===== src/rtl/scl_gen_pkg.sv =====
`timescale 1ns/1ps
package scl_gen_pkg;

  typedef enum logic [2:0] {
    ST_IDLE,
    ST_SETUP,
    ST_LOW,
    ST_WAITHI,
    ST_HIGH
  } sclState_t;

  // strobes from the control FSM to the counter datapath
  typedef struct packed {
    logic cntClr;
    logic cntOne;
    logic cntInc;
    logic setClr;
    logic setOne;
    logic setInc;
  } dpCmd_t;

  // compare results from the datapath back to the control FSM
  typedef struct packed {
    logic lowLast;
    logic lowMid;
    logic highLast;
    logic highMid;
    logic setupMet;
  } dpFlags_t;

endpackage


===== src/rtl/scl_gen_dp.sv =====
`timescale 1ns/1ps
module scl_gen_dp
  import scl_gen_pkg::*;
#(
  parameter int FIELD_W         = 8,
  parameter int PERIOD_ADD      = 4,
  parameter int HIGH_ADD        = 3,
  parameter int DEF_STD_PERIOD  = 96,
  parameter int DEF_STD_HIGH    = 47,
  parameter int DEF_STD_SETUP   = 47,
  parameter int DEF_FAST_PERIOD = 21,
  parameter int DEF_FAST_HIGH   = 9,
  parameter int DEF_FAST_SETUP  = 6
) (
  input  logic               clk,
  input  logic               rstN,
  input  dpCmd_t             cmd,
  input  logic               overrideEn,
  input  logic               fastMode,
  input  logic [FIELD_W-1:0] cfgPeriod,
  input  logic [FIELD_W-1:0] cfgHigh,
  input  logic [FIELD_W-1:0] cfgSetup,
  output dpFlags_t           flags
);

  localparam int CNT_W = FIELD_W + 2;
  localparam logic [FIELD_W-1:0] STD_P  = FIELD_W'(DEF_STD_PERIOD);
  localparam logic [FIELD_W-1:0] STD_H  = FIELD_W'(DEF_STD_HIGH);
  localparam logic [FIELD_W-1:0] STD_S  = FIELD_W'(DEF_STD_SETUP);
  localparam logic [FIELD_W-1:0] FAST_P = FIELD_W'(DEF_FAST_PERIOD);
  localparam logic [FIELD_W-1:0] FAST_H = FIELD_W'(DEF_FAST_HIGH);
  localparam logic [FIELD_W-1:0] FAST_S = FIELD_W'(DEF_FAST_SETUP);
  localparam logic [FIELD_W-1:0] SET_MAX = {FIELD_W{1'b1}};

  logic [FIELD_W-1:0] effPeriod, effHigh, effSetup;
  logic [CNT_W-1:0]   periodLen, highLen, lowLen;
  logic [CNT_W-1:0]   phaseCnt;
  logic [FIELD_W-1:0] setupCnt;

  // timing source: programmed fields or one of two default sets
  always_comb begin
    if (overrideEn) begin
      effPeriod = cfgPeriod;
      effHigh   = cfgHigh;
      effSetup  = cfgSetup;
    end else if (fastMode) begin
      effPeriod = FAST_P;
      effHigh   = FAST_H;
      effSetup  = FAST_S;
    end else begin
      effPeriod = STD_P;
      effHigh   = STD_H;
      effSetup  = STD_S;
    end
  end

  // phase lengths in ticks; low phase never shorter than one tick
  always_comb begin
    periodLen = CNT_W'(effPeriod) + CNT_W'(PERIOD_ADD);
    highLen   = CNT_W'(effHigh) + CNT_W'(HIGH_ADD);
    if (periodLen > highLen) lowLen = periodLen - highLen;
    else                     lowLen = CNT_W'(1);
  end

  always_ff @(posedge clk) begin
    if (!rstN) begin
      phaseCnt <= '0;
    end else if (cmd.cntClr) begin
      phaseCnt <= '0;
    end else if (cmd.cntOne) begin
      phaseCnt <= CNT_W'(1);
    end else if (cmd.cntInc) begin
      phaseCnt <= phaseCnt + CNT_W'(1);
    end
  end

  // ticks since the last rising edge, saturating
  always_ff @(posedge clk) begin
    if (!rstN) begin
      setupCnt <= '0;
    end else if (cmd.setClr) begin
      setupCnt <= '0;
    end else if (cmd.setOne) begin
      setupCnt <= FIELD_W'(1);
    end else if (cmd.setInc && setupCnt != SET_MAX) begin
      setupCnt <= setupCnt + FIELD_W'(1);
    end
  end

  always_comb begin
    flags.lowLast  = (phaseCnt == lowLen - CNT_W'(1));
    flags.lowMid   = (phaseCnt == (lowLen >> 1));
    flags.highLast = (phaseCnt == highLen - CNT_W'(1));
    flags.highMid  = (phaseCnt == (highLen >> 1));
    flags.setupMet = (setupCnt >= effSetup);
  end

endmodule


===== src/rtl/scl_gen_ctrl.sv =====
`timescale 1ns/1ps
module scl_gen_ctrl
  import scl_gen_pkg::*;
(
  input  logic     clk,
  input  logic     rstN,
  input  logic     tickEn,
  input  logic     runReq,
  input  logic     rptStartReq,
  input  logic     sclIn,
  input  dpFlags_t flags,
  output dpCmd_t   cmd,
  output logic     sclPullLow,
  output logic     sdaChangeStb,
  output logic     sdaSampleStb,
  output logic     setupDone
);

  sclState_t state, stateNxt;

  always_comb begin
    stateNxt = state;
    cmd      = '0;
    if (!runReq) begin
      stateNxt   = ST_IDLE;
      cmd.cntClr = 1'b1;
      cmd.setClr = 1'b1;
    end else if (tickEn) begin
      unique case (state)
        ST_IDLE: begin
          stateNxt   = ST_SETUP;
          cmd.cntClr = 1'b1;
          cmd.setClr = 1'b1;
        end
        ST_SETUP: begin
          cmd.setInc = 1'b1;
          if (flags.setupMet && !rptStartReq) begin
            stateNxt   = ST_LOW;
            cmd.cntClr = 1'b1;
          end
        end
        ST_LOW: begin
          if (flags.lowLast) begin
            stateNxt   = ST_WAITHI;
            cmd.cntClr = 1'b1;
          end else begin
            cmd.cntInc = 1'b1;
          end
        end
        ST_WAITHI: begin
          if (sclIn) begin
            stateNxt   = ST_HIGH;
            cmd.cntOne = 1'b1;
            cmd.setOne = 1'b1;
          end
        end
        ST_HIGH: begin
          cmd.setInc = 1'b1;
          if (flags.highLast) begin
            stateNxt   = rptStartReq ? ST_SETUP : ST_LOW;
            cmd.cntClr = 1'b1;
          end else begin
            cmd.cntInc = 1'b1;
          end
        end
        default: stateNxt = ST_IDLE;
      endcase
    end
  end

  always_ff @(posedge clk) begin
    if (!rstN) state <= ST_IDLE;
    else       state <= stateNxt;
  end

  assign sclPullLow   = (state == ST_LOW);
  assign sdaChangeStb = runReq && tickEn && (state == ST_LOW) && flags.lowMid;
  assign sdaSampleStb = runReq && tickEn && (state == ST_HIGH) && flags.highMid;
  assign setupDone    = runReq && (state == ST_SETUP) && flags.setupMet;

endmodule


===== src/rtl/scl_waveform_gen.sv =====
`timescale 1ns/1ps
module scl_waveform_gen
  import scl_gen_pkg::*;
#(
  parameter int FIELD_W         = 8,
  parameter int DEF_STD_PERIOD  = 96,
  parameter int DEF_STD_HIGH    = 47,
  parameter int DEF_STD_SETUP   = 47,
  parameter int DEF_FAST_PERIOD = 21,
  parameter int DEF_FAST_HIGH   = 9,
  parameter int DEF_FAST_SETUP  = 6
) (
  input  logic               clk,
  input  logic               rstN,
  input  logic               tickEn,
  input  logic               runReq,
  input  logic               rptStartReq,
  input  logic               sclIn,
  input  logic               overrideEn,
  input  logic               fastMode,
  input  logic [FIELD_W-1:0] cfgPeriod,
  input  logic [FIELD_W-1:0] cfgHigh,
  input  logic [FIELD_W-1:0] cfgSetup,
  output logic               sclPullLow,
  output logic               sdaChangeStb,
  output logic               sdaSampleStb,
  output logic               setupDone
);

  dpCmd_t   dpCmd;
  dpFlags_t dpFlags;

  scl_gen_ctrl u_ctrl (
    .clk          (clk),
    .rstN         (rstN),
    .tickEn       (tickEn),
    .runReq       (runReq),
    .rptStartReq  (rptStartReq),
    .sclIn        (sclIn),
    .flags        (dpFlags),
    .cmd          (dpCmd),
    .sclPullLow   (sclPullLow),
    .sdaChangeStb (sdaChangeStb),
    .sdaSampleStb (sdaSampleStb),
    .setupDone    (setupDone)
  );

  scl_gen_dp #(
    .FIELD_W         (FIELD_W),
    .PERIOD_ADD      (4),
    .HIGH_ADD        (3),
    .DEF_STD_PERIOD  (DEF_STD_PERIOD),
    .DEF_STD_HIGH    (DEF_STD_HIGH),
    .DEF_STD_SETUP   (DEF_STD_SETUP),
    .DEF_FAST_PERIOD (DEF_FAST_PERIOD),
    .DEF_FAST_HIGH   (DEF_FAST_HIGH),
    .DEF_FAST_SETUP  (DEF_FAST_SETUP)
  ) u_dp (
    .clk        (clk),
    .rstN       (rstN),
    .cmd        (dpCmd),
    .overrideEn (overrideEn),
    .fastMode   (fastMode),
    .cfgPeriod  (cfgPeriod),
    .cfgHigh    (cfgHigh),
    .cfgSetup   (cfgSetup),
    .flags      (dpFlags)
  );

endmodule


===== config.mk =====
export PLATFORM = sky130hd
export DESIGN_NAME = scl_waveform_gen
export DESIGN_NICKNAME = d
export VERILOG_FILES = /design/src/rtl/scl_gen_pkg.sv /design/src/rtl/scl_gen_dp.sv /design/src/rtl/scl_gen_ctrl.sv /design/src/rtl/scl_waveform_gen.sv
export SDC_FILE = /design/constraint.sdc
export NUM_CORES = 1
export LEC_CHECK = 0
export CELL_PAD_IN_SITES_DETAIL_PLACEMENT = 0
export CELL_PAD_IN_SITES_GLOBAL_PLACEMENT = 1
export CORE_MARGIN = 2
export CORE_UTILIZATION = 35
export DETAILED_ROUTE_END_ITERATION = 10
export PLACE_DENSITY = 0.71
export SLEW_MARGIN = 5
export SYNTH_ARGS = -nofsm -noshare
export SYNTH_HDL_FRONTEND = slang
export SYNTH_SLANG_ARGS = --single-unit

===== constraint.sdc =====
create_clock -name clk -period 7.48 [get_ports clk]
set_input_delay 0.748 -clock clk [delete_from_list [all_inputs] [get_ports clk]]
set_output_delay 0.748 -clock clk [all_outputs]
set_load 0.01 [all_outputs]

-- Word level (Yosys, flattened, before mapping)
Index checks and enable logic that the tools add are counted.
- bitwise logic cells: 1
- add/sub/neg operators: 7
- order comparisons: 2
- reduce and logical (&&, ||, !) cells: 20
- eq/ne operators: 13
- mux-type cells: 33
- operators with widths (kind ; count):
    $mux 8 ; 3
    $eq 10x10->1 ; 2
    $sub 10x1->10 const B ; 2
    $mux 6 ; 3
    $mux 1 ; 15
    $pmux 3 s5 ; 1
    $mux 3 ; 4
    $add 10x1->10 const B ; 1
    $eq 10x8->1 ; 1
    $eq 10x9->1 ; 1
    $gt 10x10->1 ; 1
    $mux 10 ; 1
    $sub 10x10->10 ; 1
    $add 8x2->9 const B ; 1
    $add 8x3->9 const B ; 1
    $logic_and 1x1->1 ; 9
    $add 8x1->8 const B ; 1
    $ge 8x8->1 ; 1
    $ne 8x8->1 const B ; 1
    $mux 7 ; 1
    $eq 3x2->1 const B ; 2
    $mux 2 ; 3
    $reduce_or 2->1 ; 3
    $reduce_or 3->1 ; 2
    12 further kinds ; 15
- logic and storage cells: 81
- register bits after elaboration: 21
- input bits: 32

-- Depth between registers and ports, before layout
- depth in word-level cells: 14
- mapped depth: 29

-- Modules after synthesis
A second synthesis with hierarchy kept.
- cell total of the unflattened synthesis: 462
- area, all modules: 3344.5 um2
- modules (own cells, without submodules) (module ; instances ; area an instance (um2) ; cells an instance ; seq. area each (um2)):
    scl_gen_dp ; 1 ; 2987.9 ; 414 ; 360.3
    scl_gen_ctrl ; 1 ; 356.6 ; 48 ; 60.1

-- Worst setup path after synthesis
No wires, ideal clock.
- path type: in2reg
- start point: input port overrideEn
- end point: register u_dp.phaseCnt[2]
- stages on the path: 24
- data arrival time: 5516 ps
- required time: 7366 ps
- setup slack: 1849 ps
- cell sequence: clkbuf_1 > clkbuf_1 > clkbuf_1 > a21oi_1 > ha_1 > fa_1 > nand2b_1 > a21oi_1 > a221o_1 > and2_1 > clkbuf_1 > nand2b_1 > ha_1 > clkbuf_1 > xor2_1 > or4_1 > o21ai_0 > o211a_1 > nand4_1 > nor4_4 > a221o_1 > nand2b_4 > buf_6 > o21ba_4
- longest elaborated chain between the ends: 11
- elaborated cells between the ends (all ways): 25
- those cells by class: 5 x add/sub; 2 x order compare; 2 x eq/ne; 14 x mux; 2 x reduce/logical
- ends and longest elaborated chain (element ; RTL line ; RTL):
    start: declaration ; scl_waveform_gen.sv:19 ; input logic overrideEn,
    $mux 8 ; scl_gen_dp.sv:42 ; if (overrideEn) begin
    $add 8x3->9 / $add 8x2->9 (equally long branches) ; scl_gen_dp.sv:59, scl_gen_dp.sv:60 ;
    $sub 10x10->10 / $gt 10x10->1 (equally long branches) ; scl_gen_dp.sv:61 ; if (periodLen > highLen) lowLen = periodLen - highLen;
    $mux 10 ; scl_gen_dp.sv:61 ;
    $sub 10x1->10 ; scl_gen_dp.sv:91 ; flags.lowLast = (phaseCnt == lowLen - CNT_W'(1));
    $eq 10x10->1 ; scl_gen_dp.sv:91 ;
    $mux 1 ; scl_gen_ctrl.sv:43 ; if (flags.lowLast) begin
    $pmux 1 s4 ; scl_gen_ctrl.sv:29 ; unique case (state)
    $mux 6 (*) ; scl_gen_ctrl.sv:28 ; end else if (tickEn) begin
    $mux 1 ; scl_gen_ctrl.sv:24 ; if (!runReq) begin
    $reduce_or 3->1 (no line) ; n/a ;
    end signal: assignment ; scl_gen_dp.sv:73 ; phaseCnt <= phaseCnt + CNT_W'(1);
    end: declaration ; scl_gen_dp.sv:37 ; logic [CNT_W-1:0] phaseCnt;
Every way passes the cells marked *; elsewhere a longest branch is shown, timed or not.
A chain may end at the register's enable or synchronous reset.

-- Worst setup path in the final report
- start point: input port overrideEn
- end point: output port sdaChangeStb
- longest elaborated chain between the ends: 6
- elaborated cells between the ends (all ways): 9
- those cells by class: 3 x add/sub; 1 x order compare; 1 x eq/ne; 3 x mux; 1 x reduce/logical
- ends and longest elaborated chain (element ; RTL line ; RTL):
    $mux 8 ; scl_gen_dp.sv:42 ;
    $add 8x3->9 / $add 8x2->9 (equally long branches) ; scl_gen_dp.sv:59, scl_gen_dp.sv:60 ;
    $sub 10x10->10 / $gt 10x10->1 (equally long branches) ; scl_gen_dp.sv:61 ;
    $mux 10 (*) ; scl_gen_dp.sv:61 ;
    $eq 10x9->1 (*) ; scl_gen_dp.sv:92 ; flags.lowMid = (phaseCnt == (lowLen >> 1));
    $logic_and 1x1->1 (*) ; scl_gen_ctrl.sv:77 ; assign sdaChangeStb = runReq && tickEn && (state == ST_LOW) && flags.lowMid;
    end: declaration ; scl_waveform_gen.sv:25 ; output logic sdaChangeStb,
Marks and branches as above.

==> results.txt <==
The cell area after synthesis came out at about 3300 um2. Of the cells placed in the final design, the portion with a size suffix greater than 1 is 0.0517. The total die area came out at approximately 10000 um2. The share of total power dissipated in the clock network is 0.152.

The endpoint identified for the worst register-to-register timing path is u_dp.phaseCnt[2]$_SDFFE_PP0P_. In the post-synthesis netlist, the cell with the most instances is sky130_fd_sc_hd__a21oi_1. In this run the critical register-to-register path is launched from u_dp.setupCnt[0]$_SDFFE_PP0P_. Pin placement for this block handled 36 I/O pins. The number of clock sinks came out at 21. The mean area per synthesized cell came out at 7.04 um2. The relative contribution of combinational cells to total power came out at 0.620.

The via count of the first global-routing pass is 3232. The post-synthesis sequential element count came out at 21. The biggest cell delay along the critical path is 0.70 ns. The site row count came out at 35. The slowest stage of the critical path is the sky130_fd_sc_hd__clkdlybuf4s50_1 cell.

TritonCTS built the clock tree. Along the worst path, the maximum fanout reaches 18. For this run, the leading register cell type out of synthesis is sky130_fd_sc_hd__dfxtp_1. By area the synthesized netlist is led by sky130_fd_sc_hd__dfxtp_1 (13%), sky130_fd_sc_hd__ha_1 (8.0%), sky130_fd_sc_hd__xnor2_1 (8.0%). The number of buffers and inverters on the critical path came out at 3. The synthesized netlist net count is between 500 and 600. The number of port buffers came out at 35.

Of the available clock period, the critical path in the final layout requires 0.865. The area share of the leading cell type in the synthesized netlist came out at 0.127. The clock slew seen by the registers of the worst setup and hold paths is 0.07 ns.

STA classifies the critical path endpoint as an output pin. The floorplan step set the die width to slightly above 100 um. The worst-case vdd ir drop came out at 67.4 uV. The number of endpoints failing setup at the final stage came out at 0. The distinct cell type count of the synthesized netlist is 65. The worst slew margin relative to its limit is 0.509. The floorplan step set the die height to roughly 100 um. The power per cell area is between 100 and 150 nW/um2. The path class of the tightest hold or removal check is flip-flop to flip-flop. The cell at the root of the clock tree is sky130_fd_sc_hd__clkbuf_8.

The most critical setup path has its startpoint at overrideEn. The post-layout net count is 539. The setup clock skew after layout is 0.00784 ns.

At the pin with the least slew margin, the transition time is 0.734 ns. For the final routed database, the setup TNS stands at 0 ns. For this run, design rule violations remaining after detail routing come to 0. The core region is 9200 um2. The maximum buffer depth of the clock tree came out at 2. The diode insertion count for antenna repair is 0. The critical path goes through clkdlybuf4s50_1, nor2b_1, a21oi_1, inv_1, ha_1, nand3_1, xor2_1, a21oi_1, ha_1, a21oi_1, nand2_1, o21ai_0, nor2_1, nor4b_1, a31oi_1, o32ai_1, nand4_1, nor2_1, clkdlybuf4s50_1. The total congestion overflow came out at 0.

The per-cell via count in the routed design is 5.76. After legalization and detailed placement, the total HPWL measured 7.31 mm. The number of routed nets with antenna violations came out at 0. The number of instances in the synthesized netlist came out at approximately 470. At the end of routability-driven placement, the weighted congestion stood at 0.845. The family with the most delay on the worst path is simple AND/OR/NAND/NOR gates. The number of antenna violations at the first check in global routing came out at 0. The number of buffers created by CTS is 3. The final hold violation count came out at 0. The wire length of the first global-routing pass is 15.4 mm. The number of warnings issued by yosys is 0.

The worst-skew pair later-pin latency is roughly 0.26 ns. Timing would allow up to 155 MHz. The number of cells on the critical path is 19. The global-route total usage across every layer is 0.185. Setup repair after global routing left no endpoint under its margin. STA classifies the critical path startpoint as an input pin. The number of hold buffers added after CTS is 0. Among the stages of the critical path, the cell type that occurs most often is sky130_fd_sc_hd__a21oi_1.

The share of flip-flops with an asynchronous set or reset after synthesis came out at 0. STA puts the critical path data required time at 6.73 ns. The number of synthesized flops with an enable pin is 0.

The setup check on the worst reg-to-reg path leaves a slack of 4.57 ns. Counting instances in the post-synthesis netlist gives the leading cell types as sky130_fd_sc_hd__a21oi_1 (45), sky130_fd_sc_hd__nor2_1 (40), sky130_fd_sc_hd__nand2_1 (37), sky130_fd_sc_hd__xnor2_1 (30), sky130_fd_sc_hd__nand3_1 (27). The number of iterations in the first detailed-routing pass came out at 4.

Summed over all instances, the cell type with the most area after synthesis is sky130_fd_sc_hd__dfxtp_1. The sequential fraction of design power came out at 0.228. The critical path arrival came out at 5.72 ns.

For this block, the initial DRC count from the detailed router was roughly 120. The buffer count from post-CTS setup fixing is 0. The flow ran to the end, and the final reports show no timing, DRC or antenna violations.

Of the total power, the share spent switching nets is 0.443. In this run the number of H-tree levels came out at 1. The initial utilization of the core area, before any placement, comes to 0.359.

The static leakage came out at 1.34 nW. The post-detailed-routing wire length came out at 9.11 mm. The share of the yosys chip area belonging to registers is 0.127.

After clock tree synthesis, the repair step resized 0 gates. Following the worst setup path forward leads to its endpoint at sdaChangeStb. The number of max-slew violations in the final report came out at 0.

The routed via count is 3427. The total net switching power came out at 0.219 mW. The worst reg2reg path depth is 13. The post-synthesis to final-layout area growth is 13.3%. The critical path is of the input pin to output pin type.

The number of max-cap violations is 0. The maximum number of pins on one net before global-route repair is 19. The post-route worst hold slack came out at 0.510 ns. The internal power of the cells totals 0.276 mW. In the final routed layout, each cell accounts on average for between 15 and 20 um.

The clock period minus final worst setup slack came out at approximately 6.5 ns.
==> worst register-to-register path: cells and delay by family (launching register included) <==
| family | cells | cell delay (ns) |
|---|---|---|
| AO/OA/AOI/OAI | 7 | 1.65 |
| flip-flops | 1 | 0.39 |
| buffers and inverters | 1 | 0.06 |
| adder cells (fa/ha/maj) | 1 | 0.28 |
| AND/OR/NAND/NOR | 4 | 0.49 |
==> cell families after synthesis <==
group                    Yosys count  synth area share
flip-flops                        21             0.127
AO/OA/AOI/OAI                    127             0.259
AND/OR/NAND/NOR                  194             0.309
buffers and inverters             46            0.0572
XOR/XNOR                          53             0.141
adder cells (fa/ha/maj)           22            0.0856
multiplexers                       6            0.0208
==> flip-flops by register name, summed over array words and instances, names as in the netlist <==
name,cells
u_ctrl.state,3
u_dp.setupCnt,8
u_dp.phaseCnt,10
==> per-stage QoR <==
| stage | std cells | setup slack (ns) | cell area (um2) | utilization | total power [mW] |
|---|---|---|---|---|---|
| 5_1_grt | 595 | 0.535 | 3740 | 0.407 | 0.534 |
| 6_report | 595 | 1.01 | 3740 | 0.407 | 0.494 |
| 3_5_place_dp | 591 | 0.902 | 3700 | 0.402 | 0.416 |
| 4_1_cts | 595 | 1.11 | 3740 | 0.407 | 0.494 |
| 3_3_place_gp | 591 | 1.14 | 3700 | 0.402 | 0.416 |
| 2_1_floorplan | 469 | 1.85 | 3300 | - | 0.345 |
==> cell usage in the layout, fill, tap and decap left out, types with 9 or more instances in the layout <==
cell	count
sky130_fd_sc_hd__nor4_1	9
sky130_fd_sc_hd__clkdlybuf4s50_1	35
sky130_fd_sc_hd__xnor2_1	30
sky130_fd_sc_hd__nor2_1	40
sky130_fd_sc_hd__xor2_1	23
sky130_fd_sc_hd__a21oi_1	45
sky130_fd_sc_hd__dfxtp_1	21
sky130_fd_sc_hd__o21ai_0	24
sky130_fd_sc_hd__nand4_1	12
sky130_fd_sc_hd__ha_1	21
sky130_fd_sc_hd__nand2_1	37
sky130_fd_sc_hd__inv_1	19
sky130_fd_sc_hd__nand3_1	27
sky130_fd_sc_hd__or3_1	14
sky130_fd_sc_hd__and3_1	12
==> cell type report <==
type	count	area, um2
clock buffers	3	41.3
clock inverters	1	5.00
fillers	981	5450
inverters	19	71.3
multi-input cells	402	2690
flip-flops and latches	21	420
well taps	111	139
repair buffers	38	373
==> power by group through the flow <==
stage               combinational, mW  clock (mW)  sequential [mW]
finish                          0.306      0.0751            0.113
global route                    0.338      0.0829            0.113
detailed placement              0.301           0            0.116
CTS                             0.303      0.0785            0.113
floorplan                       0.231           0            0.115
global placement                0.301           0            0.116
==> layer usage <==
metal	share of wire	routed length [um]	vias to the layer above	global-route usage
met4	0.015	135	0	0.0489
met5	0	0	-	0
li1	-	-	1743	-
met2	0.47	4240	74	0.316
met1	0.48	4370	1595	0.248
met3	0.040	363	15	0.0186
==> how the worst min path moves through the flow <==
stage	start	endpoint	slack [ns]	cells past startpoint
global route	u_dp.setupCnt[7]$_SDFFE_PP0P_	u_dp.setupCnt[7]$_SDFFE_PP0P_	0.55	2
detailed placement	u_dp.setupCnt[5]$_SDFFE_PP0P_	u_dp.setupCnt[5]$_SDFFE_PP0P_	0.49	2
CTS	u_dp.setupCnt[5]$_SDFFE_PP0P_	u_dp.setupCnt[5]$_SDFFE_PP0P_	0.51	2
global placement	u_dp.setupCnt[5]$_SDFFE_PP0P_	u_dp.setupCnt[5]$_SDFFE_PP0P_	0.49	2
finish	u_dp.setupCnt[5]$_SDFFE_PP0P_	u_dp.setupCnt[5]$_SDFFE_PP0P_	0.51	2
floorplan	u_dp.setupCnt[5]$_SDFFE_PP0P_	u_dp.setupCnt[5]$_SDFFE_PP0P_	0.47	2
No activity file was read; power rests on OpenSTA's default activity.
